## config.mk

```make
export PLATFORM = sky130hd
export DESIGN_NAME = epoch_clear_table
export DESIGN_NICKNAME = d
export VERILOG_FILES = /design/src/rtl/etab_pkg.sv /design/src/rtl/etab_ram.sv /design/src/rtl/etab_ctrl.sv /design/src/rtl/etab_rdstage.sv /design/src/rtl/epoch_clear_table.sv
export SDC_FILE = /design/constraint.sdc
export NUM_CORES = 2
export LEC_CHECK = 0
export BUFFER_PORTS_ARGS = -buffer_cell sky130_fd_sc_hd__buf_4
export CORE_MARGIN = 3
export CORE_UTILIZATION = 45
export DETAILED_ROUTE_END_ITERATION = 16
export PLACE_DENSITY = 0.67
export SYNTH_ARGS = -nofsm -noshare
export SYNTH_HDL_FRONTEND = slang
export SYNTH_HIERARCHICAL = 1
export SYNTH_SLANG_ARGS = --single-unit
```

## constraint.sdc

```tcl
create_clock -name clk_i -period 6.78 [get_ports clk_i]
set_input_delay 0.339 -clock clk_i [delete_from_list [all_inputs] [get_ports clk_i]]
set_output_delay 0.339 -clock clk_i [all_outputs]
set_load 0.05 [all_outputs]
```

## src/rtl/etab_pkg.sv

```systemverilog
package etab_pkg;
  typedef enum logic [0:0] {
    CTL_RUN   = 1'b0,
    CTL_SCRUB = 1'b1
  } ctl_state_e;
endpackage

```

## src/rtl/etab_ram.sv

```systemverilog
// Inferrable storage: one write port, registered read, no reset on contents.
module etab_ram #(
  parameter int unsigned DEPTH = 64,
  parameter int unsigned WIDTH = 36,
  localparam int unsigned AW   = $clog2(DEPTH)
) (
  input  logic             clk_i,
  input  logic             we_i,
  input  logic [AW-1:0]    waddr_i,
  input  logic [WIDTH-1:0] wdata_i,
  input  logic             re_i,
  input  logic [AW-1:0]    raddr_i,
  output logic [WIDTH-1:0] rdata_o
);
  logic [WIDTH-1:0] mem_q [DEPTH];
  logic [WIDTH-1:0] rdata_q;

  always_ff @(posedge clk_i) begin
    if (we_i) mem_q[waddr_i] <= wdata_i;
    if (re_i) rdata_q <= mem_q[raddr_i];
  end

  assign rdata_o = rdata_q;
endmodule

```

## src/rtl/etab_ctrl.sv

```systemverilog
// Epoch counter, scrub sequencer and write-port arbitration.
module etab_ctrl
  import etab_pkg::*;
#(
  parameter int unsigned DEPTH  = 64,
  parameter int unsigned DATA_W = 32,
  parameter int unsigned TAG_W  = 4,
  localparam int unsigned AW    = $clog2(DEPTH),
  localparam int unsigned EW    = TAG_W + DATA_W
) (
  input  logic              clk_i,
  input  logic              rst_ni,
  input  logic              clr_i,
  input  logic              wr_en_i,
  input  logic [AW-1:0]     wr_addr_i,
  input  logic [DATA_W-1:0] wr_data_i,
  output logic              busy_o,
  output logic [TAG_W-1:0]  epoch_o,
  output logic              ram_we_o,
  output logic [AW-1:0]     ram_addr_o,
  output logic [EW-1:0]     ram_wdata_o
);
  localparam logic [TAG_W-1:0] TAG_DEAD   = '1;
  localparam logic [TAG_W-1:0] EPOCH_LAST = TAG_DEAD - TAG_W'(1);
  localparam logic [AW-1:0]    IDX_LAST   = AW'(DEPTH - 1);

  ctl_state_e       state_q, state_d;
  logic [AW-1:0]    idx_q, idx_d;
  logic [TAG_W-1:0] epoch_q, epoch_d;
  logic             clr_ok, wrap;

  assign clr_ok = clr_i && (state_q == CTL_RUN);
  assign wrap   = clr_ok && (epoch_q == EPOCH_LAST);

  always_comb begin
    epoch_d = epoch_q;
    if (clr_ok) epoch_d = wrap ? '0 : epoch_q + TAG_W'(1);
  end

  always_comb begin
    state_d = state_q;
    idx_d   = idx_q;
    unique case (state_q)
      CTL_RUN: begin
        if (wrap) begin
          state_d = CTL_SCRUB;
          idx_d   = '0;
        end
      end
      CTL_SCRUB: begin
        idx_d = idx_q + AW'(1);
        if (idx_q == IDX_LAST) begin
          state_d = CTL_RUN;
          idx_d   = '0;
        end
      end
      default: state_d = CTL_RUN;
    endcase
  end

  always_ff @(posedge clk_i or negedge rst_ni) begin
    if (!rst_ni) begin
      state_q <= CTL_SCRUB;  // array powers up with unknown tags
      idx_q   <= '0;
      epoch_q <= '0;
    end else begin
      state_q <= state_d;
      idx_q   <= idx_d;
      epoch_q <= epoch_d;
    end
  end

  // Write port: scrub owns it while active; a wrapping clear drops the write.
  always_comb begin
    if (state_q == CTL_SCRUB) begin
      ram_we_o    = 1'b1;
      ram_addr_o  = idx_q;
      ram_wdata_o = {TAG_DEAD, {DATA_W{1'b0}}};
    end else begin
      ram_we_o    = wr_en_i && !wrap;
      ram_addr_o  = wr_addr_i;
      ram_wdata_o = {epoch_d, wr_data_i};
    end
  end

  assign busy_o  = (state_q == CTL_SCRUB);
  assign epoch_o = epoch_q;
endmodule

```

## src/rtl/etab_rdstage.sv

```systemverilog
// Read qualification: snapshot epoch and scrub state alongside the RAM read.
module etab_rdstage #(
  parameter int unsigned DATA_W = 32,
  parameter int unsigned TAG_W  = 4,
  localparam int unsigned EW    = TAG_W + DATA_W
) (
  input  logic              clk_i,
  input  logic              rst_ni,
  input  logic              rd_en_i,
  input  logic [TAG_W-1:0]  epoch_i,
  input  logic              busy_i,
  input  logic [EW-1:0]     ram_rdata_i,
  output logic              rd_valid_o,
  output logic              rd_hit_o,
  output logic [DATA_W-1:0] rd_data_o
);
  logic             valid_q, dead_q;
  logic [TAG_W-1:0] epoch_snap_q;
  logic [TAG_W-1:0] tag;
  logic             hit;

  always_ff @(posedge clk_i or negedge rst_ni) begin
    if (!rst_ni) begin
      valid_q      <= 1'b0;
      dead_q       <= 1'b0;
      epoch_snap_q <= '0;
    end else begin
      valid_q <= rd_en_i;
      if (rd_en_i) begin
        dead_q       <= busy_i;
        epoch_snap_q <= epoch_i;
      end
    end
  end

  assign tag        = ram_rdata_i[EW-1:DATA_W];
  assign hit        = valid_q && !dead_q && (tag == epoch_snap_q);
  assign rd_valid_o = valid_q;
  assign rd_hit_o   = hit;
  assign rd_data_o  = hit ? ram_rdata_i[DATA_W-1:0] : '0;
endmodule

```

## src/rtl/epoch_clear_table.sv

```systemverilog
module epoch_clear_table #(
  parameter int unsigned DEPTH  = 64,
  parameter int unsigned DATA_W = 32,
  parameter int unsigned TAG_W  = 4,
  localparam int unsigned AW    = $clog2(DEPTH),
  localparam int unsigned EW    = TAG_W + DATA_W
) (
  input  logic              clk_i,
  input  logic              rst_ni,
  input  logic              wr_en_i,
  input  logic [AW-1:0]     wr_addr_i,
  input  logic [DATA_W-1:0] wr_data_i,
  input  logic              rd_en_i,
  input  logic [AW-1:0]     rd_addr_i,
  input  logic              clr_i,
  output logic              busy_o,
  output logic              rd_valid_o,
  output logic              rd_hit_o,
  output logic [DATA_W-1:0] rd_data_o
);
  logic              ram_we;
  logic [AW-1:0]     ram_addr;
  logic [EW-1:0]     ram_wdata, ram_rdata;
  logic [TAG_W-1:0]  epoch;
  logic              busy;

  etab_ctrl #(.DEPTH(DEPTH), .DATA_W(DATA_W), .TAG_W(TAG_W)) i_ctrl (
    .clk_i      (clk_i),
    .rst_ni     (rst_ni),
    .clr_i      (clr_i),
    .wr_en_i    (wr_en_i),
    .wr_addr_i  (wr_addr_i),
    .wr_data_i  (wr_data_i),
    .busy_o     (busy),
    .epoch_o    (epoch),
    .ram_we_o   (ram_we),
    .ram_addr_o (ram_addr),
    .ram_wdata_o(ram_wdata)
  );

  etab_ram #(.DEPTH(DEPTH), .WIDTH(EW)) i_ram (
    .clk_i  (clk_i),
    .we_i   (ram_we),
    .waddr_i(ram_addr),
    .wdata_i(ram_wdata),
    .re_i   (rd_en_i),
    .raddr_i(rd_addr_i),
    .rdata_o(ram_rdata)
  );

  etab_rdstage #(.DATA_W(DATA_W), .TAG_W(TAG_W)) i_rd (
    .clk_i      (clk_i),
    .rst_ni     (rst_ni),
    .rd_en_i    (rd_en_i),
    .epoch_i    (epoch),
    .busy_i     (busy),
    .ram_rdata_i(ram_rdata),
    .rd_valid_o (rd_valid_o),
    .rd_hit_o   (rd_hit_o),
    .rd_data_o  (rd_data_o)
  );

  assign busy_o = busy;
endmodule

```

# Yosys cells after proc, flatten, opt, wreduce, memory -nomap -nowiden
# Memories as Yosys holds them, arrays and structs flattened. A register that Yosys moved wholly into a read port is not among the register bits.
# Index checks and enable logic that the tools add are counted.
[totals]
regBits = 17
latchBits = 0
mem_bits_rw = 2304
rom_bits = 0
inputBits = 49
output_inout_bits = 35
elab_cells = 35
mem_count = 1
[mem_list]
columns = ["name", "words", "width", "read_ports", "rd_clocked_by_memory_dff", "wr", "line_no", "source"]
rows = [
  ["i_ram.mem_q", 64, 36, 1, 1, 1, "etab_ram.sv:15", "logic [WIDTH-1:0] mem_q [DEPTH];"],
]
[op_classes]
addsub = 2
n_mul = 0
div = 0
magnitude_cmp = 0
eq_ne = 4
n_shift = 0
muxes = 14
bitwise = 1
reduce_logical = 7
[ops]
columns = ["operator", "count"]
rows = [
  ["36-bit 2-to-1 mux", 1],
  ["32-bit 2-to-1 mux", 1],
  ["6-bit 2-to-1 mux", 3],
  ["6-bit case mux with 2 select lines", 1],
  ["4-bit 2-to-1 mux", 2],
  ["6-bit by 1-bit adder with 6-bit output, second input constant", 1],
  ["6-bit equality test, second input constant", 1],
  ["1-bit logical AND", 5],
  ["1-bit 2-to-1 mux", 5],
  ["4-bit by 1-bit adder with 4-bit output, second input constant", 1],
  ["4-bit equality test", 1],
  ["4-bit equality test, second input constant", 1],
  ["1-bit logical NOT", 2],
  ["2-bit by 1-bit != test with 1-bit output, second input constant", 1],
  ["1-bit case mux with 2 select lines", 1],
  ["1-bit NOT", 1],
]

# Logic depth before layout (Yosys ltp)
[logic_depth]
word_depth = 8
ltp_mapped = 10
mapped_depth_nobuf = 7

# Hierarchy
# The synthesis kept the hierarchy.
[modules_own_cells]
columns = ["module", "n_inst", "cells_per_inst", "area_each_um2", "seq_area_each_um2"]
rows = [
  ["etab_ram", 1, 3780, 88333.5, 70267.4],
  ["etab_ctrl", 1, 119, 953.4, 276.5],
  ["etab_rdstage", 1, 90, 765.7, 150.1],
]

# Worst setup path after synthesis
# No wires, ideal clock.
[synth_timing]
path_type = "register -> register"
from = "reg i_ctrl.state_q (netlist: i_ctrl/busy_o)"
to = "mem i_ram.mem_q[48][0], enable pin"
setup_ns = 0.474
arrival_ns = 4.254
setup_slack_ns = 2.052
stages_incl_launch_ff = 7
path_buffers = 2
period_less_slack_ns = 4.728
cell_sequence = "dfstp_2 buf_2 mux2_2 clkbuf_1 nor2b_1 nand4b_1 nor3_1"
[synth_lines]
columns = ["element", "line_no", "source"]
rows = [
  ["from (decl)", "etab_ctrl.sv:27", "ctl_state_e state_q, state_d;"],
  ["from (signal assigned)", "etab_ctrl.sv:67", "state_q <= state_d;"],
  ["6-bit 2-to-1 mux", "etab_ctrl.sv:75", "if (state_q == CTL_SCRUB) begin"],
  ["named net ram_addr[3]", "epoch_clear_table.sv:22", "logic [AW-1:0] ram_addr;"],
  ["to (decl)", "etab_ram.sv:15", ""],
]
# The timed path passes the listed nets, and every way through them passes these cells.

# Worst setup path in the final report
[layout_timing]
from = "reg i_ctrl.state_q (netlist: i_ctrl/busy_o)"
to = "mem i_ram.mem_q[14][17], enable pin"
# The elaborated chain is that of the path after synthesis.

==> impl_results.md <==
* Status: finished, final reports clean
* Clock Tree Root: clkbuf_16
* Die Span X at roughly 450 um
* R2r setup slk at around 2100 ps
* TritonCTS buffer count at 218
* Total Power at 33.8 mW
* Clock Path Buffers at 3
* Buffers on Ports at 83
* Post-DP HPWL at 129 mm
* Grt ovf at 0
* Clock group share of total power at between 30% and 40%
* FP Rows at 163
* Mapped Avg Cell Area at 22.6 sq um
* WP data arrival at approximately 5200 ps
* Worst hold slack at 252 ps
* Worst R2R Start: i_ctrl/busy_o
* Die ar. at around 210000 sq um
* Switching pwr at 8.48 mW
* # clock sinks at about 2.4k
* Worst Setup EP: i_ram/mem_q[14][17]
* Wire length of the first global-routing pass at 323 mm
* Worst Skew at 29.4 ps
* Via count at 43.4k
* Post-Syn Instances at 3989
* CTS H-tree lvls at 4
* Num ports at 84
* Internal Pwr Total at 25.4 mW
* Iteration count of the initial detailed-routing pass at 6
* Setup crit start kind: flop
* Async S/R FF share, synth at 0.721%
* Number of global-route vias before repair at approximately 43k
* CTS tree: built
* Seq/Total Area, Yosys at 78.5%
* Final Critical Period at 4680 ps
* Ys flop type: edfxtp_1
* Mapped Nets at 4041
* TNS Setup at 0 ps
* Post-synth EDFFs at between 2k and 2.5k
* Post-detailed-route count of antenna-violating nets at 0
* Final setup fails at 0
* Largest net degree at the start of global routing at 101
* Cell variety after synth at 58
* Number of remaining DRC errors at 0
* Nets@finish at 4285
* RSZ-0062 raised after global routing: no
* Peak VDD IR at 0.000258 V
* Initial drt markers at 5489
* FF+latch count, synth at between 2k and 2.5k
* WL/cell at 31.8 um
* Launch point of the worst path: i_ctrl/busy_o
* Clk pin slew, worst setup/hold paths at 60 ps
* Leak Pwr at approximately 32 nW
* Share of cells above drive strength 1 at 28.7%
* Setup bufs post-CTS at 0
* DR vias/cell at 6.16
* FF-to-FF End: i_ram/mem_q[14][17]
* Worst min-delay path category: input port to flop
* CP Max Fanout at 58
* Core Region at 198000 sq um
* Maxcap violations at 0
* Maximum achievable frequency at 0.214 GHz
* Routability cong. at 0.853
* Post-Syn Area at about 90000 sq um
* Worst Setup End Kind: flop
* Clk Latency, worst-skew pair at ~860 ps
* Total Wirelength at 224 mm
* Starting density of the core at 45.4%
* Area grow syn2layout at 13.2%
* R2R depth at 5
* Gr usage total at a little over a fifth
* Required @ worst endpoint at 7300 ps
* Cts repair resizes at 0
* Ys Warns at 6
* Kind of critical path: flop to flop
* Max Slew Vio Count at 0
* Slew headroom at 14.3%
* Die Ht at 453 um
* Initial antenna violation count at 4
* Crit share post-route at 69.0%
* Sw Ratio at 25.1%
* Worst-margin pin slew at approximately 1300 ps
* Seq pwr share at 53.5%
* Combinational share of power at 11.4%
* Final Hold Vio Count at 0
* Pwr dens at 332 nW/um^2
registers in the layout (all words and copies together), names as in the netlist:
register,flops
i_ctrl/busy_o,1
i_ctrl/epoch_o,4
i_ctrl/idx_q,6
i_ram/mem_q,2304
i_ram/rdata_o,36
i_rd/dead_q,1
i_rd/epoch_snap_q,4
i_rd/rd_valid_o,1
cells in the final DEF (no fill, tap or decap), drive strengths merged, types with 58 or more instances in the layout:
master	instances
clkbuf	266
a22oi	76
mux4	556
edfxtp	2340
clkinv	98
buf	243
nand2	58
mux2i	71
nor2b	69
o22ai	123
nor2	103
final cells by class:
cell class	instances	area [sq um]
repair buffers	249	2040
flip-flops and latches	2357	70700
well taps	2640	3300
multi-input cells	1389	18900
clock buffers	266	5680
clock inverters	132	1210
inverters	18	67.6
diodes	4	10.0
fillers	15200	96300
metrics by stage:
step | std cells | setup WS, ps | utilization (%) | cell area (sq um)
floorplan | 3989 | 2050 | - | 90100
CTS | 7051 | 2030 | 51.4 | 102000
global placement | 6647 | 2150 | 47.9 | 95000
finish | 7055 | 2100 | 51.4 | 102000
detailed placement | 6647 | 2060 | 47.9 | 95000
global route | 7052 | 1900 | 51.4 | 102000
routing by layer:
layer	wire length, um	vias up	track usage (%)
met3	18500	369	3.33
li1	-	17500	-
met4	9740	2	9.24
met2	109000	2204	34.6
met1	87600	23300	30.9
met5	16	-	0
worst max-delay path, cell delays in order, from the launching register on:
cell and delay [ps]:
dfstp_4 1300, mux2_2 490, nor2b_1 280, nand3_1 730, nor2_4 1080, buf_4 440
worst min-delay path by stage:
stage                       startpoint                end  slack [ps]  cells past startpoint
after floorplan                 rst_ni  i_ctrl/epoch_o[0]          40                      0
after global placement          rst_ni    i_rd/rd_valid_o         230                      1
after detailed placement        rst_ni    i_rd/rd_valid_o         230                      1
after CTS                 rd_addr_i[4]  i_ram/rdata_o[26]         170                      4
after global routing      rd_addr_i[4]  i_ram/rdata_o[26]         240                      4
final                     rd_addr_i[4]  i_ram/rdata_o[26]         250                      4
timing repair:
item,CTS,global route
hold buffers,6,0
endpoints found under the setup margin,0,0
endpoints found under the hold margin,30,0
cells by family (layout without fill, tap and decap cells):
family | after synthesis | in the layout | share of synthesized area, %
AOI/OAI and AO/OA | 346 | 346 | 2.75
and+or+nand+nor | 391 | 391 | 2.32
other | 0 | 4 | 0
adders and majority gates | 3 | 3 | 0.0417
xor gates and xnor gates | 4 | 4 | 0.0764
muxes | 645 | 645 | 14.9
buffers and inverters | 243 | 665 | 1.39
DFF | 2357 | 2357 | 78.5
synth_stat cells (2+ instances only):
| library cell | number | share of area [%] |
|---|---|---|
| a31oi_1 | 7 | 0.049 |
| a21oi_1 | 5 | 0.028 |
| or2_2 | 2 | 0.014 |
| buf_1 | 22 | 0.092 |
| mux4_2 | 556 | 14 |
| nand3b_1 | 3 | 0.025 |
| nand2_1 | 57 | 0.24 |
| inv_1 | 18 | 0.075 |
| ha_1 | 3 | 0.042 |
| and3_1 | 8 | 0.056 |
| dfrtp_1 | 16 | 0.44 |
| o22ai_1 | 123 | 0.85 |
| mux2i_1 | 71 | 0.79 |
| and2_1 | 4 | 0.028 |
| o21ai_0 | 13 | 0.072 |
| o22a_1 | 23 | 0.22 |
| nand2b_1 | 15 | 0.10 |
| nor3_1 | 16 | 0.089 |
| o221ai_1 | 34 | 0.33 |
| clkbuf_1 | 92 | 0.38 |
| xnor2_2 | 2 | 0.036 |
| o31ai_1 | 4 | 0.033 |
| buf_2 | 52 | 0.29 |
| a221oi_1 | 2 | 0.019 |
| nand4_1 | 3 | 0.021 |
| or3_1 | 3 | 0.021 |
| nor2_1 | 103 | 0.43 |
| o211ai_1 | 10 | 0.083 |
| a22oi_1 | 76 | 0.63 |
| buf_6 | 14 | 0.18 |
| nor4_1 | 26 | 0.18 |
| edfxtp_1 | 2340 | 78 |
| nor2b_1 | 69 | 0.48 |
| mux2_2 | 18 | 0.23 |
| a211oi_1 | 42 | 0.35 |
| buf_4 | 44 | 0.37 |
| nor3_2 | 19 | 0.21 |
| and4_1 | 5 | 0.049 |
| nand3_1 | 50 | 0.28 |
power groups by stage:
stage	clock (mW)	combinational [mW]	sequential, mW
finish	11.9	3.87	18.1
global route	12.6	4.08	18.2
CTS	12.1	3.88	18.1
detailed placement	0	3.87	18.4
global placement	0	3.77	18.4
floorplan	0	2.09	18.3
Power figures use the tool's default switching activity.
